$ cat config.mk
export PLATFORM = sky130hd
export DESIGN_NAME = uart_fifo_dma
export DESIGN_NICKNAME = d
export VERILOG_FILES = /design/src/rtl/uart_fifo_dma_pkg.sv /design/src/rtl/ufd_ctrl.sv /design/src/rtl/ufd_fifo.sv /design/src/rtl/ufd_dma.sv /design/src/rtl/uart_fifo_dma.sv
export SDC_FILE = /design/constraint.sdc
export NUM_CORES = 1
export LEC_CHECK = 0
export BUFFER_PORTS_ARGS = -buffer_cell sky130_fd_sc_hd__buf_2
export CAP_MARGIN = 20
export CORE_AREA = 2 2 226 228
export CTS_CLUSTER_DIAMETER = 100
export CTS_CLUSTER_SIZE = 28
export DETAILED_ROUTE_END_ITERATION = 8
export DIE_AREA = 0 0 228 230
export PLACE_DENSITY = 0.83
export SETUP_SLACK_MARGIN = 0.02
export SLEW_MARGIN = 10
export SYNTH_ARGS = -nofsm -noshare
export SYNTH_HDL_FRONTEND = slang
export SYNTH_SLANG_ARGS = --single-unit
export TNS_END_PERCENT = 50
$ cat constraint.sdc
create_clock -name clk -period 3.2 [get_ports clk]
set_input_delay 0.48 -clock clk [delete_from_list [all_inputs] [get_ports clk]]
set_output_delay 0.48 -clock clk [all_outputs]
set_load 0.05 [all_outputs]
$ cat src/rtl/uart_fifo_dma_pkg.sv
package uart_fifo_dma_pkg;

    // Threshold selector, decoded from control bits 7:6
    typedef enum logic [1:0] {
        TRIG_SINGLE  = 2'b00,
        TRIG_HALF    = 2'b01,
        TRIG_THREE_Q = 2'b10,
        TRIG_SEVEN_E = 2'b11
    } trig_sel_e;

    // Retained control state
    typedef struct packed {
        logic      fifo_on;
        logic      burst_mode;
        trig_sel_e trig;
    } ctl_state_t;

    // One-cycle queue empty strobes
    typedef struct packed {
        logic rx;
        logic tx;
    } flush_t;

    localparam int CTL_EN_BIT    = 0;
    localparam int CTL_RXCLR_BIT = 1;
    localparam int CTL_TXCLR_BIT = 2;
    localparam int CTL_MODE_BIT  = 3;
    localparam int CTL_TRIG_LSB  = 6;

    function automatic int unsigned trig_level(trig_sel_e s, int unsigned depth);
        case (s)
            TRIG_SINGLE:  return 1;
            TRIG_HALF:    return depth / 2;
            TRIG_THREE_Q: return (depth * 3) / 4;
            default:      return (depth * 7) / 8;
        endcase
    endfunction

endpackage

$ cat src/rtl/ufd_ctrl.sv
module ufd_ctrl
    import uart_fifo_dma_pkg::*;
(
    input  logic       clk,
    input  logic       rst,
    input  logic       we,
    input  logic [7:0] wbyte,
    output ctl_state_t ctl,
    output flush_t     flush
);

    logic en_w;
    logic toggle;

    always_comb begin
        en_w     = wbyte[CTL_EN_BIT];
        toggle   = we && (en_w != ctl.fifo_on);
        flush.rx = toggle || (we && en_w && wbyte[CTL_RXCLR_BIT]);
        flush.tx = toggle || (we && en_w && wbyte[CTL_TXCLR_BIT]);
    end

    always_ff @(posedge clk) begin
        if (rst) begin
            ctl.fifo_on    <= 1'b0;
            ctl.burst_mode <= 1'b0;
            ctl.trig       <= TRIG_SINGLE;
        end else if (we) begin
            ctl.fifo_on <= en_w;
            if (en_w) begin
                ctl.burst_mode <= wbyte[CTL_MODE_BIT];
                ctl.trig       <= trig_sel_e'(wbyte[CTL_TRIG_LSB +: 2]);
            end
        end
    end

    // a write with the enable bit low keeps mode and threshold
    a_r4_fields_kept: assert property (@(posedge clk) disable iff (rst)
        (we && !wbyte[CTL_EN_BIT]) |=> ($stable(ctl.burst_mode) && $stable(ctl.trig)));

endmodule

$ cat src/rtl/ufd_fifo.sv
module ufd_fifo #(
    parameter int WIDTH = 8,
    parameter int DEPTH = 32,
    localparam int CNT_W = $clog2(DEPTH + 1),
    localparam int PTR_W = (DEPTH > 1) ? $clog2(DEPTH) : 1
) (
    input  logic             clk,
    input  logic             rst,
    input  logic             flush,
    input  logic             single,
    input  logic             push,
    input  logic [WIDTH-1:0] push_data,
    input  logic             pop,
    output logic [WIDTH-1:0] pop_data,
    output logic [CNT_W-1:0] count,
    output logic             overrun
);

    logic [WIDTH-1:0] mem [DEPTH];
    logic [PTR_W-1:0] wr_ptr, rd_ptr;
    logic [CNT_W-1:0] cap;
    logic             full, push_ok, pop_ok;

    function automatic logic [PTR_W-1:0] bump(logic [PTR_W-1:0] p);
        return (p == PTR_W'(DEPTH - 1)) ? '0 : p + 1'b1;
    endfunction

    always_comb begin
        cap     = single ? CNT_W'(1) : CNT_W'(DEPTH);
        full    = (count >= cap);
        push_ok = push && !full;
        pop_ok  = pop && (count != '0);
    end

    always_ff @(posedge clk) begin
        if (push_ok && !flush) begin
            mem[wr_ptr] <= push_data;
        end
    end

    always_ff @(posedge clk) begin
        if (rst) begin
            wr_ptr   <= '0;
            rd_ptr   <= '0;
            count    <= '0;
            overrun  <= 1'b0;
            pop_data <= '0;
        end else if (flush) begin
            wr_ptr  <= '0;
            rd_ptr  <= '0;
            count   <= '0;
            overrun <= 1'b0;
        end else begin
            if (push_ok) begin
                wr_ptr <= bump(wr_ptr);
            end
            if (pop_ok) begin
                rd_ptr   <= bump(rd_ptr);
                pop_data <= mem[rd_ptr];
            end
            if (push && full) begin
                overrun <= 1'b1;
            end
            case ({push_ok, pop_ok})
                2'b10:   count <= count + 1'b1;
                2'b01:   count <= count - 1'b1;
                default: count <= count;
            endcase
        end
    end

    // occupancy never passes the current capacity
    a_r12_bounded: assert property (@(posedge clk) disable iff (rst)
        !flush |=> (count <= cap));

    // push into a full queue is dropped and flagged
    a_r12_full_drop: assert property (@(posedge clk) disable iff (rst)
        (push && full && !pop && !flush) |=> (count == $past(count) && overrun));

    // pop from an empty queue keeps the last value
    a_r12_empty_pop: assert property (@(posedge clk) disable iff (rst)
        (pop && count == '0) |=> $stable(pop_data));

    // a flush leaves the queue empty
    a_r3_flush_empty: assert property (@(posedge clk) disable iff (rst)
        flush |=> (count == '0 && !overrun));

endmodule

$ cat src/rtl/ufd_dma.sv
module ufd_dma
    import uart_fifo_dma_pkg::*;
#(
    parameter int DEPTH = 32,
    localparam int CNT_W = $clog2(DEPTH + 1)
) (
    input  logic             clk,
    input  logic             rst,
    input  ctl_state_t       ctl,
    input  logic             flush_rx,
    input  logic [CNT_W-1:0] rx_count,
    input  logic [CNT_W-1:0] tx_count,
    input  logic             rx_timeout,
    output logic             rx_trig,
    output logic             rx_req,
    output logic             tx_req
);

    logic             burst;
    logic             rx_nonempty;
    logic [CNT_W-1:0] thr;
    logic             hold_q, hold_d;

    always_comb begin
        burst       = ctl.fifo_on && ctl.burst_mode;
        rx_nonempty = (rx_count != '0);
        thr         = ctl.fifo_on ? CNT_W'(trig_level(ctl.trig, DEPTH)) : CNT_W'(1);
        rx_trig     = (rx_count >= thr);
    end

    // Latch for the burst-style receive request
    always_comb begin
        if (flush_rx || !burst || !rx_nonempty) begin
            hold_d = 1'b0;
        end else if (rx_trig || rx_timeout) begin
            hold_d = 1'b1;
        end else begin
            hold_d = hold_q;
        end
    end

    always_ff @(posedge clk) begin
        if (rst) begin
            hold_q <= 1'b0;
        end else begin
            hold_q <= hold_d;
        end
    end

    always_comb begin
        if (burst) begin
            rx_req = rx_trig || (hold_q && rx_nonempty);
            tx_req = (tx_count < CNT_W'(DEPTH));
        end else begin
            rx_req = rx_nonempty;
            tx_req = (tx_count == '0);
        end
    end

    // once raised in burst style the request holds until empty
    a_r8_hold_until_empty: assert property (@(posedge clk) disable iff (rst)
        (rx_req && burst) |=> (rx_req || rx_count == '0 || !burst));

    // timeout with data raises the request at the next edge
    a_r9_timeout_raise: assert property (@(posedge clk) disable iff (rst)
        (burst && rx_timeout && rx_nonempty && !flush_rx) |=> (rx_req || rx_count == '0 || !burst));

    // a receive flush drops any latched request
    a_r14_flush_drop: assert property (@(posedge clk) disable iff (rst)
        flush_rx |=> !rx_req);

endmodule

$ cat src/rtl/uart_fifo_dma.sv
module uart_fifo_dma
    import uart_fifo_dma_pkg::*;
#(
    parameter int DEPTH     = 32,
    parameter int DATA_W    = 8,
    parameter int ERR_W     = 3,
    parameter bit RX_ERR_EN = 1'b1,
    localparam int CNT_W    = $clog2(DEPTH + 1),
    localparam int RX_W     = RX_ERR_EN ? (DATA_W + ERR_W) : DATA_W
) (
    input  logic              clk,
    input  logic              rst,
    input  logic              ctl_we,
    input  logic [31:0]       ctl_wdata,
    input  logic              rx_push,
    input  logic [DATA_W-1:0] rx_push_data,
    input  logic [ERR_W-1:0]  rx_push_err,
    input  logic              rx_pop,
    output logic [DATA_W-1:0] rx_pop_data,
    output logic [ERR_W-1:0]  rx_pop_err,
    input  logic              tx_push,
    input  logic [DATA_W-1:0] tx_push_data,
    input  logic              tx_pop,
    output logic [DATA_W-1:0] tx_pop_data,
    input  logic              rx_timeout,
    output logic              rx_dma_req,
    output logic              tx_dma_req,
    output logic              rx_trig,
    output logic [CNT_W-1:0]  rx_count,
    output logic [CNT_W-1:0]  tx_count,
    output logic              rx_overrun,
    output logic              tx_overrun
);

    ctl_state_t      ctl;
    flush_t          flush;
    logic [RX_W-1:0] rx_in, rx_out;
    logic            unused_rsvd;

    // Reserved control bits are not decoded
    assign unused_rsvd = ^{ctl_wdata[31:8], ctl_wdata[5:4]};

    ufd_ctrl u_ctrl (
        .clk   (clk),
        .rst   (rst),
        .we    (ctl_we),
        .wbyte (ctl_wdata[7:0]),
        .ctl   (ctl),
        .flush (flush)
    );

    generate
        if (RX_ERR_EN) begin : g_rx_err
            assign rx_in       = {rx_push_err, rx_push_data};
            assign rx_pop_data = rx_out[DATA_W-1:0];
            assign rx_pop_err  = rx_out[RX_W-1:DATA_W];
        end else begin : g_rx_plain
            logic unused_err;
            assign unused_err  = ^rx_push_err;
            assign rx_in       = rx_push_data;
            assign rx_pop_data = rx_out;
            assign rx_pop_err  = '0;
        end
    endgenerate

    ufd_fifo #(.WIDTH(RX_W), .DEPTH(DEPTH)) u_rx_q (
        .clk       (clk),
        .rst       (rst),
        .flush     (flush.rx),
        .single    (!ctl.fifo_on),
        .push      (rx_push),
        .push_data (rx_in),
        .pop       (rx_pop),
        .pop_data  (rx_out),
        .count     (rx_count),
        .overrun   (rx_overrun)
    );

    ufd_fifo #(.WIDTH(DATA_W), .DEPTH(DEPTH)) u_tx_q (
        .clk       (clk),
        .rst       (rst),
        .flush     (flush.tx),
        .single    (!ctl.fifo_on),
        .push      (tx_push),
        .push_data (tx_push_data),
        .pop       (tx_pop),
        .pop_data  (tx_pop_data),
        .count     (tx_count),
        .overrun   (tx_overrun)
    );

    ufd_dma #(.DEPTH(DEPTH)) u_dma (
        .clk        (clk),
        .rst        (rst),
        .ctl        (ctl),
        .flush_rx   (flush.rx),
        .rx_count   (rx_count),
        .tx_count   (tx_count),
        .rx_timeout (rx_timeout),
        .rx_trig    (rx_trig),
        .rx_req     (rx_dma_req),
        .tx_req     (tx_dma_req)
    );

    // changing the enable bit empties both queues
    a_r3_toggle_flush: assert property (@(posedge clk) disable iff (rst)
        (ctl_we && (ctl_wdata[CTL_EN_BIT] != ctl.fifo_on)) |=> (rx_count == '0 && tx_count == '0));

    // with queuing off neither queue holds more than one entry
    a_r2_single_slot: assert property (@(posedge clk) disable iff (rst)
        (!ctl.fifo_on && !ctl_we) |=> (rx_count <= CNT_W'(1) && tx_count <= CNT_W'(1)));

endmodule

After elaboration in Yosys (flattened, before gate mapping):

Memories as Yosys holds them, arrays and structs flattened. A register that Yosys moved wholly into a read port is not among the register bits.
Cells that the tools add are included.
Widths: inputs -> output; s select.

* $add $sub $neg: 8
* magnitude comparators: 4
* equal/unequal tests: 11
* multiplexer cells: 15
* bitwise operators: 2
* reductions and logical operators: 38

Operators with widths (count)
* $mux 5: 5
* $pmux 6 s2: 2
* $add 5x1->5 const B: 4
* $eq 5x5->1 const B: 4
* $ge 6x6->1: 3
* $pmux 5 s3: 1
* $logic_and 1x1->1: 14
* $add 6x1->6 const B: 2
* $reduce_bool 6->1: 2
* $sub 6x1->6 const B: 2
* $eq 2x1->1 const B: 3
* $eq 2x2->1 const B: 3
* $logic_not 1->1: 6
* $logic_not 6->1: 1
* $logic_or 1x1->1: 6
* $lt 6x6->1 const B: 1
* $mux 1: 6
* $mux 6: 1
* $reduce_and 2->1: 3
* $reduce_or 2->1: 3
* $reduce_bool 2->1: 2
* $logic_not 2->1: 1
* $not 1->1: 2
* $ne 1x1->1: 1

* bits in registers: 39
* RAM bits: 608
* input bits: 59
* logic and storage cells: 92
* memories: 2

Memory list
* u_rx_q.mem: depth 32, bits a word 11, read ports 1, clocked after Yosys merged registers in 1, wr ports 1, line ufd_fifo.sv:19 `logic [WIDTH-1:0] mem [DEPTH];`
* u_tx_q.mem: depth 32, bits a word 8, read ports 1, clocked after Yosys merged registers in 1, wr ports 1, line ufd_fifo.sv:19

Depth between registers and ports, before layout:

* depth after elaboration: 7
* mapped depth: 14
* mapped depth without buffers: 13

Cells and area by module:

A second synthesis with hierarchy kept.

* cell total of the unflattened synthesis: 1569
* area, all modules: 27226.1 um^2

Modules (own cells, without submodules)
* ufd_fifo at u_rx_q: instances 1, cells each 834, area each 15337.2 um^2
* ufd_fifo at u_tx_q: instances 1, cells each 685, area each 11489.8 um^2
* ufd_ctrl: instances 1, cells each 22, area each 197.7 um^2
* ufd_dma: instances 1, cells each 27, area each 197.7 um^2
* uart_fifo_dma: instances 1, cells each 1, area each 3.8 um^2

Worst setup path before layout:

Ideal clock, no wire load.

* path kind: register to register
* start: register u_rx_q.count[0]
* end: register u_rx_q.count[5]
* setup time: 0.121 ns
* arrival: 3.359 ns
* setup slack: -0.279 ns
* stages on the path, launching flop included: 13
* buffers on the path: 0
* clock period less this slack: 3.479 ns
* path through: dfxtp_1 > inv_1 > ha_1 > nand2b_1 > o21ai_4 > nand3_4 > ha_1 > ha_1 > a21o_1 > a21o_1 > a2111o_1 > o211ai_1 > mux2_2

* longest elaborated chain between the ends: 5
* elaborated cells on any way between the ends: 11
* classes of those cells: add/sub (2); order compare (1); eq/ne (2); mux (1); reduce/logical (5)

RTL lines
* from (decl): line ufd_fifo.sv:15 `output logic [CNT_W-1:0] count,`
* from (signal assigned): line ufd_fifo.sv:65 `2'b10: count <= count + 1'b1;`
* from (signal assigned): line ufd_fifo.sv:66 `2'b01: count <= count - 1'b1;`
* from (signal assigned): line ufd_fifo.sv:67 `default: count <= count;`
* $ge 6x6->1: line ufd_fifo.sv:30 `full = (count >= cap);`
* $logic_not 1->1: line ufd_fifo.sv:31 `push_ok = push && !full;`
* $logic_and 1x1->1: line ufd_fifo.sv:31
* $eq 2x1->1 / $eq 2x2->1 (equally long branches): line ufd_fifo.sv:64 `case ({push_ok, pop_ok})`
* $pmux 6 s2 / $reduce_bool 2->1 (equally long branches)

Parallel ways exist; a longest one is shown, timed or not.
A chain may end at the register's enable or synchronous reset.

Final worst setup path:

* start: register, netlist name u_ctrl.ctl[3]
* end: output port rx_dma_req

* longest elaborated chain between the ends: 4
* elaborated cells on any way between the ends: 5
* classes of those cells: order compare (1); mux (2); reduce/logical (2)

RTL lines
* $mux 5: line ufd_dma.sv:27 `thr = ctl.fifo_on ? CNT_W'(trig_level(ctl.trig, DEPTH)) : CNT_W'(1);`
* $ge 6x6->1: line ufd_dma.sv:28 `rx_trig = (rx_count >= thr);`
* $logic_or 1x1->1: line ufd_dma.sv:52 `rx_req = rx_trig || (hold_q && rx_nonempty);`
* $mux 1 (*): line ufd_dma.sv:51 `if (burst) begin`
* to (decl): line uart_fifo_dma.sv:26 `output logic rx_dma_req,`

Every way passes the cells marked *; elsewhere a longest branch is shown, timed or not.

==> out/summary.json <==
{
  "status": {
    "status": "finished clean"
  },
  "clocking": {
    "worst_skew_pair.late_latency_ns": 0.62,
    "cts_tree": "yes",
    "cts.htree.levels": 1,
    "sinks_on_the_clock_net": 666,
    "cts_root_buf": "sky130_fd_sc_hd__clkbuf_16",
    "cts_max_path_buffers": 3,
    "worst_setup_hold_path_clk_slew_ns": 0.08,
    "cts_buffers": 28,
    "number_of_hold_repair_buffers_added_at_the_cts_stage": 0
  },
  "die": {
    "die-height_um": 230,
    "die-area_um2": 52440,
    "number_of_placement_rows": 82,
    "ioPinCount": 95,
    "core_area_um2": 49860,
    "initial_core_util": 0.5463,
    "fp.dieW_um": 228
  },
  "synthesis": {
    "ys_top_cells_by_count": "608 x sky130_fd_sc_hd__edfxtp_1, 119 x sky130_fd_sc_hd__nor2_1, 100 x sky130_fd_sc_hd__mux2i_1",
    "ys_seq_area_frac": 0.7128,
    "yosysTopAreaCell": "sky130_fd_sc_hd__edfxtp_1",
    "synth_area_leaders": "sky130_fd_sc_hd__edfxtp_1 67%, sky130_fd_sc_hd__mux4_2 7.6%, sky130_fd_sc_hd__dfxtp_1 4.3%",
    "synth_enable_flop_cells": 608,
    "synth_async_sr_flop_share": 0,
    "syn_area_per_cell_um2": 17.92,
    "synth_ff_type": "sky130_fd_sc_hd__edfxtp_1",
    "yosys_warnings": 0,
    "syn-instance-count": 1520,
    "post_synth_cell_types": 75,
    "mappedNetlistArea_um2": 27240,
    "syn_nets": 1613,
    "most_common_cell_in_the_synthesized_netlist": "sky130_fd_sc_hd__edfxtp_1",
    "synth_seq_cells": 666,
    "synth_top_area_share": 0.6702
  },
  "layout": {
    "final_util": 0.5944,
    "nets": 1743,
    "diodes": 0,
    "area.sequential_um2": 19440,
    "final_layout_size_suffix_gt1_frac": 0.2123,
    "fillCellCount": 3592,
    "area_growth_pct": 8.804,
    "multi_input_comb_area_um2": 7147
  },
  "sta": {
    "timing.final.ws_setup_ns": 0.09943,
    "setup-violations-final": 0,
    "final-hold-violation-count": 0,
    "finClkSkew_ns": 0.02768,
    "timing.fmax_ghz": 0.3225,
    "finalMaxSlewViolations": 0,
    "fin_hold_ws_ns": 0.1508,
    "timing.final.crit_share": 0.9689,
    "timing.setup.tns_ns": 0,
    "rsz0062_at_grt": "yes",
    "period_minus_slack_ns": 3.101,
    "max_slew_margin": 0.4826,
    "worst_pin_slew_ns": 0.7713
  },
  "grt": {
    "gr-total-overflow": 0,
    "grt.total_usage": 0.2256,
    "grt_pass1_wl_um": 89840,
    "antenna_found_initial": 1,
    "top_usage_layer": "met2",
    "grt_pass1_vias": 14590,
    "grt.met3_usage": 0.03063,
    "largest_net_degree_at_the_start_of_global_routing": 57,
    "grt.met1_usage": 0.3053,
    "met2_use_gr": 0.3841
  },
  "routing": {
    "ant_nets": 0,
    "dr.pass1.iters": 6,
    "drt-wirelength-per-cell_um": 25.33,
    "detailroute.via_count": 14750,
    "detail_route.drc_violations": 0,
    "vias_cell": 6.294,
    "routed_wl_um": 59360,
    "dr.first_iter.drc_count": 1585
  },
  "pwr": {
    "total_power_mw": 18.73,
    "worst_ir_drop_vdd_uv": 722.8,
    "switching_share": 0.2906,
    "power.clock.fraction": 0.230,
    "cellInternalPower_mw": 13.28,
    "power_switching_mw": 5.443,
    "p_leak_nw": 9.358,
    "share_seq_of_total_power": 0.534,
    "power-per-cell-area_nw_per_um2": 631.8,
    "combinationalPowerShare": 0.236
  },
  "placement": {
    "preCtsSetupSlack_ns": 0.08447,
    "place.gp.congestion": 0.8436,
    "place.detailed.hpwl_um": 38330,
    "placement.io_buffers": 68
  },
  "worst_setup_path": {
    "end_kind": "output port",
    "worstPathRequired_ns": 2.72,
    "worstPathArrival_ns": 2.62,
    "worst_path_most_repeated_cell": "sky130_fd_sc_hd__a21o_1",
    "worst_path_dominant_cell_family": "compound AO/OA/AOI/OAI gates",
    "timing.critical_path.buf_inv": 2,
    "type_of_element_launching_the_critical_path": "register",
    "crit_chain": "buf_6, o21ai_4, ha_1, or3b_4, a21o_1, a21o_1, a211oi_2, o22ai_1, buf_4",
    "crit_path_max_incr_delay_ns": 0.36,
    "cpMaxStageDelayCell": "sky130_fd_sc_hd__or3b_4",
    "crit_fanout": 3,
    "timing_worst_setup_path_type": "register to output port"
  },
  "flow_run": {
    "drv_cap": 0
  },
  "worst_hold_path": {
    "hold_path_class": "primary input to register"
  }
}
layout make-up:
type / count / area share
Multi-Input combinational cell: 745 / 0.2411
Clock buffer: 50 / 0.02714
Timing Repair Buffer: 180 / 0.04259
Clock inverter: 2 / 0.001224
Tap cell: 672 / 0.02837
Inverter: 29 / 0.003672
Sequential cell: 666 / 0.6559
stage by stage:
stage	area (um2)	instances
2_1_floorplan	27250	1520
3_3_place_gp	28730	2288
3_5_place_dp	28730	2288
4_1_cts	29600	2342
5_1_grt	29640	2344
6_report	29640	2344
placed cells by master (no fill, tap or decap), types with 10 or more instances in the layout:
master,netlist,final
sky130_fd_sc_hd__ha_1,32,31
sky130_fd_sc_hd__clkbuf_1,19,21
sky130_fd_sc_hd__edfxtp_1,608,608
sky130_fd_sc_hd__a221oi_1,33,32
sky130_fd_sc_hd__buf_2,19,67
sky130_fd_sc_hd__o21ai_0,28,27
sky130_fd_sc_hd__a21oi_1,42,42
sky130_fd_sc_hd__mux4_2,92,92
sky130_fd_sc_hd__nand2_1,54,54
sky130_fd_sc_hd__nor2_1,119,119
sky130_fd_sc_hd__a311oi_1,10,10
sky130_fd_sc_hd__dfxtp_1,58,46
sky130_fd_sc_hd__clkbuf_16,0,29
sky130_fd_sc_hd__nand3_1,20,20
sky130_fd_sc_hd__nand2b_1,10,10
sky130_fd_sc_hd__nand3b_1,11,11
sky130_fd_sc_hd__mux4_1,22,22
sky130_fd_sc_hd__buf_4,11,106
sky130_fd_sc_hd__mux2i_1,100,100
sky130_fd_sc_hd__inv_1,27,26
path summary, 6_finish.rpt:
kind | startpoint | end | slack (ns) | depth (start not counted)
worst max-delay path | u_ctrl.ctl[3] | rx_dma_req | 0.1 | 9
worst min-delay path | ctl_wdata[3] | u_ctrl.ctl[2] | 0.15 | 3
worst max register to register | u_rx_q.count[1] | u_rx_q.count[5] | 0.14 | 10
worst min register to register | u_ctrl.ctl[2] | u_ctrl.ctl[2] | 0.46 | 2
tightest hold or removal path, cell delays in order:
cell and delay (ns):
sky130_fd_sc_hd__buf_2 0.10, sky130_fd_sc_hd__nand3_1 0.07, sky130_fd_sc_hd__a21oi_1 0.05
registers in the layout (all words and copies together), names as in the netlist:
register         flops
u_rx_q.wr_ptr        5
u_rx_q.rd_ptr        5
u_ctrl.ctl           4
u_tx_q.wr_ptr        5
u_tx_q.overrun       1
u_tx_q.pop_data      8
u_rx_q.overrun       1
u_dma.hold_q         1
u_tx_q.mem         256
u_tx_q.count         6
u_rx_q.mem         352
u_rx_q.count         6
u_tx_q.rd_ptr        5
u_rx_q.pop_data     11
power by group through the flow:
stage          logic, mW  registers (mW)  clock network (mW)
2_1_floorplan       2.89            10.5                   0
3_3_place_gp        4.22            10.2                   0
3_5_place_dp        4.37            10.2                   0
4_1_cts             4.41            9.98                4.37
5_1_grt             4.73            10.0                4.63
6_report            4.42            9.99                4.31
cell families (layout without fill, tap and decap cells):
| family | Yosys count | after routing | share of synthesized area |
|---|---|---|---|
| AO/OA/AOI/OAI | 197 | 197 | 0.05332 |
| XOR/XNOR | 5 | 5 | 0.001607 |
| adder cells (fa/ha/maj) | 34 | 34 | 0.01617 |
| buffers and inverters | 109 | 261 | 0.02618 |
| flip-flops | 666 | 666 | 0.7128 |
| multiplexers | 220 | 220 | 0.1365 |
| AND/OR/NAND/NOR | 289 | 289 | 0.05341 |
timing repair:
item | 4_1_cts | 5_1_grt
buffers inserted | 2 | 0
setup endpoints to repair | 2 | 6
gates resized for setup | 9 | 6
hold endpoints to repair | 0 | 0
pin swaps | 4 | 1
metal layers:
layer  vias up  share of wire
met4         2          0.030
li1       6362              -
met2       727           0.50
met1      7556           0.39
met3       107          0.072
met5         -        0.00022
(Power assumes the default switching activity.)
